$ cat src/rtl/sio_csr_pkg.sv
package sio_csr_pkg;
  localparam int DW    = 8;
  localparam int NFLAG = 3;

  // bit positions in the register word (the datapath side decodes these)
  localparam int B_RB8  = 7;
  localparam int B_EVEN = 6;
  localparam int B_PEN  = 5;
  localparam int B_OVR  = 4;
  localparam int B_PUE  = 3;
  localparam int B_FRM  = 2;
  localparam int B_EDGE = 1;
  localparam int B_SRC  = 0;

  // flag index i lives at register bit B_FRM + i
  localparam int F_FRM = 0;
  localparam int F_PUE = 1;
  localparam int F_OVR = 2;

  typedef struct packed {
    logic even;
    logic pen;
    logic edge_fall;
    logic ext_clk;
  } cfg_t;
endpackage

$ cat src/rtl/sio_rst_sync.sv
module sio_rst_sync #(
  parameter int STAGES = 2
) (
  input  logic clk,
  input  logic rst_n,
  output logic srst_n
);
  logic [STAGES-1:0] sync_q;
  logic [STAGES-1:0] sync_d;

  always_comb sync_d = {sync_q[STAGES-2:0], 1'b1};

  always_ff @(posedge clk or negedge rst_n) begin
    if (!rst_n) sync_q <= '0;
    else        sync_q <= sync_d;
  end

  assign srst_n = sync_q[STAGES-1];
endmodule

$ cat src/rtl/sio_cfg_reg.sv
module sio_cfg_reg
  import sio_csr_pkg::*;
(
  input  logic clk,
  input  logic rst_n,
  input  logic wr_en,
  input  cfg_t wr_cfg,
  output cfg_t cfg_q
);
  cfg_t cfg_d;

  always_comb begin
    cfg_d = cfg_q;
    if (wr_en) cfg_d = wr_cfg;
  end

  always_ff @(posedge clk or negedge rst_n) begin
    if (!rst_n) cfg_q <= '0;
    else        cfg_q <= cfg_d;
  end
endmodule

$ cat src/rtl/sio_err_decode.sv
module sio_err_decode
  import sio_csr_pkg::*;
(
  input  logic             uart_mode,
  input  logic             dbl_buf_en,
  input  logic             sclk_is_input,
  input  logic             rx_frame_done,
  input  logic             rx_buf_full,
  input  logic             rx_par_err,
  input  logic             rx_frm_err,
  input  logic             tx_shift_done,
  input  logic             tx_buf_empty,
  output logic [NFLAG-1:0] set_o
);
  logic underrun;

  always_comb begin
    underrun      = dbl_buf_en & sclk_is_input & tx_shift_done & tx_buf_empty;
    set_o         = '0;
    set_o[F_OVR]  = rx_frame_done & rx_buf_full;
    set_o[F_PUE]  = uart_mode ? rx_par_err : underrun;
    set_o[F_FRM]  = uart_mode & rx_frm_err;
  end
endmodule

$ cat src/rtl/sio_flag_cell.sv
module sio_flag_cell (
  input  logic clk,
  input  logic rst_n,
  input  logic set_i,
  input  logic clr_i,
  output logic q_o
);
  logic q_d;

  // a new event outranks the clearing read
  always_comb q_d = set_i | (q_o & ~clr_i);

  always_ff @(posedge clk or negedge rst_n) begin
    if (!rst_n) q_o <= 1'b0;
    else        q_o <= q_d;
  end
endmodule

$ cat src/rtl/sio_ctl_stat.sv
module sio_ctl_stat
  import sio_csr_pkg::*;
(
  input  logic          clk,
  input  logic          rst_n,
  input  logic          bus_sel,
  input  logic          bus_wr,
  input  logic [DW-1:0] bus_wdata,
  output logic [DW-1:0] bus_rdata,
  input  logic          uart_mode,
  input  logic          dbl_buf_en,
  input  logic          sclk_is_input,
  input  logic          rx_frame_done,
  input  logic          rx_buf_full,
  input  logic          rx_bit8,
  input  logic          rx_par_err,
  input  logic          rx_frm_err,
  input  logic          tx_shift_done,
  input  logic          tx_buf_empty,
  output logic          par_en_o,
  output logic          par_even_o,
  output logic          edge_fall_o,
  output logic          clk_src_ext_o
);
  logic             srst_n;
  logic             wr_en;
  logic             rd_clr;
  cfg_t             wr_cfg;
  cfg_t             cfg_q;
  logic [NFLAG-1:0] flag_set;
  logic [NFLAG-1:0] flag_q;
  logic             unused_wbits;

  sio_rst_sync #(.STAGES(2)) rst_sync_i (
    .clk    (clk),
    .rst_n  (rst_n),
    .srst_n (srst_n)
  );

  always_comb begin
    wr_en            = bus_sel & bus_wr;
    rd_clr           = bus_sel & ~bus_wr;
    wr_cfg.even      = bus_wdata[B_EVEN];
    wr_cfg.pen       = bus_wdata[B_PEN];
    wr_cfg.edge_fall = bus_wdata[B_EDGE];
    wr_cfg.ext_clk   = bus_wdata[B_SRC];
  end

  assign unused_wbits = ^{bus_wdata[B_RB8], bus_wdata[B_OVR:B_FRM]};

  sio_cfg_reg cfg_i (
    .clk    (clk),
    .rst_n  (srst_n),
    .wr_en  (wr_en),
    .wr_cfg (wr_cfg),
    .cfg_q  (cfg_q)
  );

  sio_err_decode dec_i (
    .uart_mode     (uart_mode),
    .dbl_buf_en    (dbl_buf_en),
    .sclk_is_input (sclk_is_input),
    .rx_frame_done (rx_frame_done),
    .rx_buf_full   (rx_buf_full),
    .rx_par_err    (rx_par_err),
    .rx_frm_err    (rx_frm_err),
    .tx_shift_done (tx_shift_done),
    .tx_buf_empty  (tx_buf_empty),
    .set_o         (flag_set)
  );

  for (genvar g = 0; g < NFLAG; g++) begin : g_flag
    sio_flag_cell cell_i (
      .clk   (clk),
      .rst_n (srst_n),
      .set_i (flag_set[g]),
      .clr_i (rd_clr),
      .q_o   (flag_q[g])
    );
  end

  always_comb begin
    bus_rdata         = '0;
    bus_rdata[B_RB8]  = rx_bit8;
    bus_rdata[B_EVEN] = cfg_q.even;
    bus_rdata[B_PEN]  = cfg_q.pen;
    bus_rdata[B_EDGE] = cfg_q.edge_fall;
    bus_rdata[B_SRC]  = cfg_q.ext_clk;
    for (int i = 0; i < NFLAG; i++) bus_rdata[B_FRM+i] = flag_q[i];
  end

  assign par_en_o      = cfg_q.pen;
  assign par_even_o    = cfg_q.even;
  assign edge_fall_o   = cfg_q.edge_fall;
  assign clk_src_ext_o = cfg_q.ext_clk;
endmodule

$ cat config.mk
export PLATFORM = sky130hd
export DESIGN_NAME = sio_ctl_stat
export DESIGN_NICKNAME = d
export VERILOG_FILES = /design/src/rtl/sio_csr_pkg.sv /design/src/rtl/sio_rst_sync.sv /design/src/rtl/sio_cfg_reg.sv /design/src/rtl/sio_err_decode.sv /design/src/rtl/sio_flag_cell.sv /design/src/rtl/sio_ctl_stat.sv
export SDC_FILE = /design/constraint.sdc
export NUM_CORES = 1
export LEC_CHECK = 0
export BUFFER_PORTS_ARGS = -buffer_cell sky130_fd_sc_hd__buf_4
export CORE_AREA = 3 3 40 42
export CTS_CLUSTER_DIAMETER = 80
export DETAILED_ROUTE_END_ITERATION = 8
export DIE_AREA = 0 0 43 45
export HOLD_SLACK_MARGIN = 0.05
export PLACE_DENSITY_LB_ADDON = 0.3
export SYNTH_ARGS = -nofsm -noshare
export SYNTH_HDL_FRONTEND = slang
export SYNTH_SLANG_ARGS = --single-unit
$ cat constraint.sdc
create_clock -name clk -period 1.6 [get_ports clk]
set_input_delay 0.16 -clock clk [delete_from_list [all_inputs] [get_ports clk]]
set_output_delay 0.16 -clock clk [all_outputs]
set_load 0.05 [all_outputs]
**Yosys cells after proc, flatten, opt, wreduce, memory -nomap -nowiden**

Index checks and enable logic that the tools add are counted.

- Register bits after elaboration: 9
- Bits of input ports: 22
- Logic and storage cells: 24

- Mux-type cells: 1
- Bitwise operators: 15

Operators by type and width:

| cell | number |
|---|---|
| $and 1x1->1 | 10 |
| $or 1x1->1 | 3 |
| $not 1->1 | 2 |
| $mux 1 | 1 |

**Logic depth before layout (Yosys ltp)**

- Depth after elaboration: 5
- Gate-level depth with buffers: 2

**By module**

A second synthesis with hierarchy kept.

- Cell total of the unflattened synthesis: 32
- Area total of the unflattened synthesis: 389.1 um^2

Modules (own cells, without submodules):

| module | times used | cells an instance | area an instance (um^2) | seq. area each (um^2) |
|---|---|---|---|---|
| sio_cfg_reg | 1 | 8 | 145.1 | 100.1 |
| sio_flag_cell | 3 | 3 | 36.3 | 25.0 |
| sio_ctl_stat | 1 | 7 | 53.8 | 0.0 |
| sio_rst_sync | 1 | 3 | 53.8 | 50.0 |
| sio_err_decode | 1 | 5 | 27.5 | 0.0 |

**Worst setup path before layout**

Ideal clock, no wire load.

- Kind: reg-to-output
- Start: register cfg_i.cfg_q[0] (netlist name)
- End: output bus_rdata[0]
- Arrival: 0.904 ns
- Path slack: 0.536 ns
- Stages on the path, launching flop included: 2
- Buffers on the path: 1
- Path through: dfrtp_1 > buf_4

RTL lines:

| item | line | text |
|---|---|---|
| end: declaration | sio_ctl_stat.sv:9 | `output logic [DW-1:0] bus_rdata,` |

No word-level cell between the ends.

**Final worst setup path**

- Start: register cfg_i.cfg_q[3] (netlist name)
- End: output bus_rdata[6]

No word-level cell between the ends.

==> impl_metrics.env <==
export IMPL_outcome="finished clean"
export IMPL_critPathArrivalTime_ps=850
export IMPL_diodes=0
export IMPL_gp_congestion=0.623
export IMPL_die_h_um=45
export IMPL_period_share=0.633
export IMPL_syn_to_final_growth_pct=48.5
export IMPL_synth_top_area_frac=0.552
export IMPL_synth_avg_cell_area_sq_um=13.2
export IMPL_required_ps=1440
export IMPL_yosysTopAreaCell="dfrtp_1"
export IMPL_pwr_density_cell_nw_per_um2=1190
export IMPL_timing_worst_setup_path_type="reg -> out"
export IMPL_worst_path_buf_inv=1
export IMPL_grt_max_degree=8
export IMPL_ios=34
export IMPL_cts_post_setup_buffers_inserted=0
export IMPL_ant_nets=0
export IMPL_drt_vias_per_instance=4.19
export IMPL_grt_pass1_wl_um=1310
export IMPL_hold_violations=0
export IMPL_clockRootBuffer="clkbuf_4"
export IMPL_synthSimpleGateAreaFrac=0.0706
export IMPL_die_w_um=43
export IMPL_start_kind="flop"
export IMPL_nets=78
export IMPL_critPathMaxFanout=3
export IMPL_core_area_sq_um=1280
export IMPL_ys_seq_elements=9
export IMPL_die_area_sq_um=1940
export IMPL_r2r_start="cfg_i.cfg_q[3]"
export IMPL_rows=13
export IMPL_grt_pass1_vias=295
export IMPL_htree_num_levels=1
export IMPL_synth_top_family_by_area="buffers and inverters"
export IMPL_antenna_found_initial=0
export IMPL_max_freq_mhz=987
export IMPL_first_pass_iters=2
export IMPL_cts_tree="yes"
export IMPL_finalSetupViolCount=0
export IMPL_drv_cap=0
export IMPL_drc=0
export IMPL_layout_commonest_cell="buf_4"
export IMPL_syn_inst=31
export IMPL_synth_fa_ha_area_frac=0
export IMPL_start_util=0.317
export IMPL_grt_ovfl_total=0
export IMPL_finClkSkew_ps=2.47
export IMPL_synth_xor_area_frac=0
export IMPL_route_vias_total=293
export IMPL_power_leakage_nw=0.318
export IMPL_synth_area_leaders="dfrtp_1 55%, buf_4 15%, mux2_4 15%"
export IMPL_yosys_warnings=0
export IMPL_synth_compound_area_frac=0.0644
export IMPL_wl_um=783
export IMPL_ir_worst_vdd_mv=0.691
export IMPL_clkSlewWorstSetupHoldPaths_ps=60
export IMPL_cp_startpoint="cfg_i.cfg_q[3]"
export IMPL_finalSetupTns_ps=0
export IMPL_cp_cell_sequence="buf_4"
export IMPL_track_usage=0.102
export IMPL_crit_family="flip-flops"
export IMPL_drive_gt1_frac=0.636
export IMPL_clk_latency_ps=250
export IMPL_maxSlewViolCount=0
export IMPL_io_buffer_count=27
export IMPL_slowest_stage="dfrtp_1"
export IMPL_ys_seq_area_frac=0.552
export IMPL_synthMuxAreaShare=0.147
export IMPL_worst_hold_slack_ps=106
export IMPL_hold_class="reg -> async"
export IMPL_period_needed_ps=1010
export IMPL_cts_sinks=9
export IMPL_drt_iter0_markers=3
export IMPL_cp_end_kind="output pin"
export IMPL_synth_area_sq_um=408
export IMPL_layout_common_cells="27 x buf_4, 9 x dfrtp_1, 4 x mux2_4, 3 x clkbuf_4, 2 x a22o_1"
export IMPL_routedWlPerCell_um=11.2
export IMPL_cts_buffers_inserted=3
export IMPL_final_util=0.471
export IMPL_clk_path_buf_depth=2
export IMPL_grt_setup_unrepaired="no"
export IMPL_max_stage_delay_ps=400
export IMPL_synth_nets=53
export IMPL_ys_types=12
Yosys cell counts:
| master | n |
|---|---|
| dfrtp_1 | 9 |
| buf_4 | 8 |
| mux2_4 | 4 |
| a22o_1 | 2 |
| conb_1 | 1 |
| inv_1 | 1 |
| nand2_1 | 1 |
| nand2_2 | 1 |
| nand2b_1 | 1 |
| nand4_1 | 1 |
| nor2b_1 | 1 |
| o221ai_1 | 1 |
final timing paths:
path	slack, ps	end	depth (start not counted)
min in group clk	120	g_flag[1].cell_i.q_o	3
worst max register to register	830	cfg_i.cfg_q[3]	1
worst max-delay path	590	bus_rdata[6]	1
worst min-delay path	110	g_flag[2].cell_i.q_o	0
max in group asynchronous	1280	cfg_i.cfg_q[0]	0
worst min register to register	110	g_flag[2].cell_i.q_o	0
what timing repair did:
action | 4_1_cts | 5_1_grt
endpoints found under the hold margin | 2 | 0
hold buffers | 1 | 0
resized for setup | 0 | 0
cell families after synthesis:
kind of cell / count (synthesis)
DFF: 9
buffers and inverters: 9
and+or+nand+nor: 5
muxes: 4
AOI/OAI and AO/OA: 3
other: 1
registers in the layout, indices dropped and copies added, names as in the netlist:
signal and count:
cfg_i.cfg_q 4, g_flag.cell_i.q_o 3, rst_sync_i.sync_q 2
where the power goes:
part | switching, mW | internal (mW)
Clock | 0.0721 | 0.0956
Sequential | 0.0206 | 0.254
Combinational | 0.174 | 0.104
final cells by class:
cell class	instances	area [sq um]
Clock buffer	4	26.3
Fill cell	132	679
Inverter	1	3.75
Multi-Input combinational cell	13	119
Sequential cell	9	225
Tap cell	15	18.8
Timing Repair Buffer	28	213
per-layer routing:
metal  part of all wire  track usage  up-vias  wire length (um)
li1                   -            -      143                 -
met2               0.48        0.144       16               372
met5                  0            0        -                 0
met1               0.40        0.105      132               311
met3               0.11       0.0637        2                88
met4              0.013       0.0904        0                10
metrics by stage:
step                setup slack [ps]  total power [mW]  instance area [sq um]  std cells
floorplan                        536             0.495                    408         31
global placement                 752             0.556                    569         65
detailed placement               745             0.558                    569         65
CTS                              566             0.740                    606         70
global route                     533             0.770                    606         70
finish                           587             0.721                    606         70
No activity file was read; power rests on OpenSTA's default activity.
